$ cat config.mk
export PLATFORM = sky130hd
export DESIGN_NAME = pwm_deadtime_out
export DESIGN_NICKNAME = d
export VERILOG_FILES = /design/src/rtl/pwm_deadtime_out.sv
export SDC_FILE = /design/constraint.sdc
export NUM_CORES = 1
export LEC_CHECK = 0
export CAP_MARGIN = 25
export CORE_ASPECT_RATIO = 0.5
export CORE_MARGIN = 3
export CORE_UTILIZATION = 50
export CTS_BUF_LIST = sky130_fd_sc_hd__clkbuf_8
export DETAILED_ROUTE_END_ITERATION = 16
export PLACE_DENSITY = 0.73
export SLEW_MARGIN = 30
export SYNTH_ARGS = -nofsm -noshare
export SYNTH_HDL_FRONTEND = slang
export SYNTH_SLANG_ARGS = --single-unit
$ cat constraint.sdc
create_clock -name clk -period 2.65 [get_ports clk]
set_clock_uncertainty 0.1 [all_clocks]
set_input_delay 0.3975 -clock clk [delete_from_list [all_inputs] [get_ports clk]]
set_output_delay 0.3975 -clock clk [all_outputs]
set_load 0.01 [all_outputs]
$ cat src/rtl/pwm_deadtime_out.sv
module pwm_deadtime_out #(
  parameter int IW = 8
) (
  input  logic          clk,
  input  logic          rst_n,
  input  logic          tick,
  input  logic          raw_a,
  input  logic          raw_b,
  input  logic          dt_en,
  input  logic [IW-1:0] dead_len,
  input  logic [1:0]    pol_inv,
  input  logic [1:0]    out_inv,
  input  logic [1:0]    out_en,
  output logic          pin_a,
  output logic          pin_b
);

  logic [1:0]    src;
  logic [1:0]    core;
  logic [IW-1:0] cnt [2];

  assign src = {dt_en ? ~raw_a : raw_b, raw_a};

  always_ff @(posedge clk or negedge rst_n) begin
    if (!rst_n) begin
      core <= '0;
      for (int i = 0; i < 2; i++) cnt[i] <= '0;
    end else begin
      for (int i = 0; i < 2; i++) begin
        if (!dt_en) begin
          core[i] <= src[i];
          cnt[i]  <= '0;
        end else if (!src[i]) begin
          core[i] <= 1'b0;
          cnt[i]  <= '0;
        end else if (!core[i]) begin
          if (cnt[i] >= dead_len) core[i] <= 1'b1;
          else if (tick)          cnt[i]  <= cnt[i] + 1'b1;
        end
      end
    end
  end

  assign pin_a = out_en[0] & (core[0] ^ pol_inv[0] ^ out_inv[0]);
  assign pin_b = out_en[1] & (core[1] ^ pol_inv[1] ^ out_inv[1]);

endmodule


==> Word level (Yosys, flattened, before mapping) <==
Index checks and enable logic that the tools add are counted.
{ "totals": {"ff_bits": 18, "latchBits": 0, "mem_bits_rw": 0, "romBits": 0, "in_bits": 20, "word_cells": 41, "memories": 0} }
{ "classes": {"addsub": 2, "multipliers": 0, "div": 0, "magnitude_cmp": 2, "n_eq_ne": 6, "shifts": 0, "muxes": 19, "bitwise": 7, "reduce_logical": 2} }
{ "ops": {"columns": ["op", "n"], "rows": [
  ["$mux 8", 10],
  ["$ne 3x3->1 const B", 6],
  ["$add 8x1->8 const B", 2],
  ["$ge 8x8->1", 2],
  ["$mux 1", 9],
  ["$reduce_and 3->1", 2],
  ["$xor 1x1->1", 4],
  ["$and 1x1->1", 2],
  ["$not 1->1", 1]
]} }

==> Depth between registers and ports, before layout <==
{ "depth": {"depth_word": 6, "ltp_mapped": 8} }

==> Worst setup path before layout <==
OpenSTA, ideal clock, no wires.
{ "synth_timing": {"kind": "input to register", "start": "in dead_len[5]", "end": "reg cnt[14] in the netlist's numbering", "setup_time_ns": 0.078, "arrival_time_ns": 2.173, "setup_slack_ns": 0.300, "stages": 8, "path_buffers": 1, "cell_sequence": "inv_1 > ha_1 > and4_1 > o211a_1 > a221o_1 > buf_6 > or4_1 > a21oi_1"} }
{ "synth_between": {"elab_chain_cells": 3} }
{ "synth_lines": {"columns": ["item", "line", "source"], "rows": [
  ["start, declared", "10", "input logic [IW-1:0] dead_len,"],
  ["$ge 8x8->1", "37", "if (cnt[i] >= dead_len) core[i] <= 1'b1;"],
  ["$ne 3x3->1 (no source line)", null, null],
  ["$reduce_and 3->1 (no source line)", null, null],
  ["end signal, assigned by index", "38", "else if (tick) cnt[i] <= cnt[i] + 1'b1;"],
  ["end, declared", "20", "logic [IW-1:0] cnt [2];"]
]} }
No other way between the ends.
A chain may end at the register's enable or synchronous reset.

==> Worst setup path after layout <==
{ "layout_timing": {"start": "in dead_len[0]", "end": "reg cnt[12] in the netlist's numbering"} }
Same word-level chain as after synthesis.

==> impl_metrics.json <==
{
  "dpl_cell_area_sq_um": 1660,
  "drive_above_1_share": 0.139,
  "hpwlAfterDp_microns": 2360,
  "drt_iter0_drc": 66,
  "hold_buffers": 0,
  "via_per_inst": 5.64,
  "tightestPinTransition_ns": 0.404,
  "required_ns": 2.73,
  "cts_tree": "yes",
  "drv_slew": 0,
  "path_clk_slew_ns": 0.07,
  "port-buffer-count": 21,
  "powerDensity_nw_per_um2": 355,
  "p_leak_nw": 0.840,
  "dpl.cell_count": 213,
  "whs_ns": 0.373,
  "postSynthCellCount": 149,
  "cts.sinks": 18,
  "final_cell_count_no_fill": 222,
  "synth_top_family_by_area": "simple AND/OR/NAND/NOR gates",
  "seq_area_frac_synth": 0.335,
  "setup_viol": 0,
  "fmaxAchievable_ghz": 0.386,
  "coreArea_sq_um": 2390,
  "grt_pass1_wl_microns": 4820,
  "cp.arrival_ns": 2.67,
  "start_util": 0.564,
  "multi_input_area_sq_um": 851,
  "final_cell_area_sq_um": 1780,
  "netlist.area_leader.share": 0.335,
  "syn_area_sq_um": 1350,
  "via_count": 1251,
  "yosysWarnings": 0,
  "drc": 0,
  "synth_compound_area_frac": 0.192,
  "synth_flop_cell": "dfrtp_1",
  "die_y_microns": 42.7,
  "yosys-mux-area-fraction": 0.0149,
  "async_flop_share": 1.00,
  "hold_viol_final": 0,
  "avgSynthCellArea_sq_um": 9.04,
  "cts_buffers": 3,
  "yosys.area_share.simple": 0.202,
  "wl_per_cell_microns": 14.5,
  "regArea_sq_um": 450,
  "cp_max_fo": 6,
  "clk_latency_ns": 0.25,
  "firstDrtPassIters": 4,
  "worstSetupPathType": "in -> reg",
  "cp-end-kind": "flip-flop",
  "h-tree-depth": 1,
  "n_antenna_cell": 0,
  "gp_congestion": 0.776,
  "period_share": 0.979,
  "syn-num-nets": 187,
  "vdd_drop_max_v": 0.000250,
  "grt_max_degree": 19,
  "placementRows": 12,
  "min_path_type": "in -> async",
  "synth_area_leader_cell": "dfrtp_1",
  "ys_types": 35,
  "cts_max_path_buffers": 2,
  "drt_wl_total_microns": 3220,
  "synth_edf_count": 0,
  "fillers": 171,
  "fin_crit_ns": 2.59,
  "pin_count": 22,
  "ys_ff_latch": 18,
  "cts-root-buf": "clkbuf_8",
  "grt_overflow": 0,
  "run_status": "finished clean",
  "start_kind": "primary input",
  "synthTopCellsByArea": "dfrtp_1 33%, ha_1 17%, a21oi_1 4.8%, inv_1 4.2%, o31ai_1 3.9%",
  "finalPower_mw": 0.633,
  "max_slew_margin": 0.729,
  "synthAdderAreaFrac": 0.167,
  "rsz0062_at_grt": "false",
  "ant_nets": 0,
  "maxCapViolCount": 0,
  "antenna_found_initial": 0,
  "fin_nets": 226,
  "grt_pass1_vias": 1094,
  "track_usage": 0.183,
  "fin_setup_tns_ns": 0,
  "synth-xor-area-share": 0.0325,
  "dieArea_sq_um": 3390,
  "syn2layout_area_growth_pct": 32.4,
  "die_width_microns": 79.4
}
sequential cells by signal, summed over array words and instances, names as in the netlist:
register  flops
cnt          16
core          2
critical path, stage by stage:
cell             delay (ns)
clkdlybuf4s50_1        0.43
ha_1                   0.30
nand2b_4               0.13
a211o_1                0.29
a221o_2                0.43
or4_4                  0.54
a21oi_2                0.16
power by group:
group          leakage [nW]  internal, mW  switching [mW]
logic                 0.563        0.0713          0.0545
registers             0.248         0.279         0.00468
clock network        0.0288         0.132          0.0918
area by class of cell:
| type | count | share of cell area |
|---|---|---|
| Sequential cell | 18 | 0.253 |
| Multi-Input combinational cell | 114 | 0.477 |
| Inverter | 15 | 0.0316 |
| Clock buffer | 4 | 0.0309 |
| Tap cell | 35 | 0.0246 |
| Timing Repair Buffer | 36 | 0.183 |
kinds of logic (layout without fill, tap and decap cells):
logic type	count (synthesis)	count (layout)
compound gates	41	42
xor+xnor	5	5
fa+ha+maj	18	18
buf+inv	18	55
flops	18	18
mux	2	2
simple gates	47	47
metrics by stage:
stage,setup slack [ns],util
floorplan,0.300,-
global placement,-0.215,0.697
detailed placement,-0.264,0.697
CTS,0.0136,0.720
global route,0.00540,0.747
finish,0.0565,0.747
worst paths after layout:
kind                                     from             endpoint  slack (ns)  cells past startpoint
hold / removal                          rst_n    core[0]$_DFF_PN0_        0.37                      2
setup reg to reg           cnt[8]$_DFFE_PN0P_  cnt[12]$_DFFE_PN0P_        0.20                      7
setup / recovery                  dead_len[0]  cnt[12]$_DFFE_PN0P_        0.06                      7
hold reg to reg            cnt[7]$_DFFE_PN0P_   cnt[7]$_DFFE_PN0P_        0.48                      2
max in group asynchronous               rst_n   cnt[8]$_DFFE_PN0P_        1.88                      2
min in group clk           cnt[7]$_DFFE_PN0P_   cnt[7]$_DFFE_PN0P_        0.48                      2
routing by layer:
layer	track usage	wire length, microns
met1	0.249	1500
met2	0.298	1510
met3	0.0530	202
met4	0.0274	6
met5	0	0
Yosys cell counts, drive strengths merged (2+ instances only):
library cell and n:
a31oi 2, ha 18, dfrtp 18, inv 15, or3 5, nor2 4
o31ai 7, nand3 10, xnor2 5, nand2 6, nor3 2, and3 3
buf 2, or4 6, mux2i 2, and2 4, a211o 2, nand2b 2
a21oi 13, o21ai 10, nand4 2
cell usage in the layout, fill, tap and decap left out, types with 2 or more instances in the layout:
cell type	instances
and2_1	4
dfrtp_1	18
nor3_1	2
a31oi_1	2
inv_1	15
nand3_1	10
nand2_1	6
a21oi_2	2
o21ai_0	9
clkdlybuf4s50_1	21
ha_1	18
a211o_1	2
xnor2_1	5
a21oi_1	11
clkbuf_8	4
nand4_1	2
mux2i_1	2
and3_1	3
or4_1	5
or3_1	5
buf_4	14
nor2_1	4
o31ai_1	7
what timing repair did:
item | 4_1_cts | 5_1_grt
gates resized for setup | 1 | 7
gates cloned | 0 | 1
hold endpoints to repair | 0 | 0
setup endpoints to repair | 1 | 11
setup buffers | 0 | 4
pin swaps | 0 | 6
(Power assumes the default switching activity.)
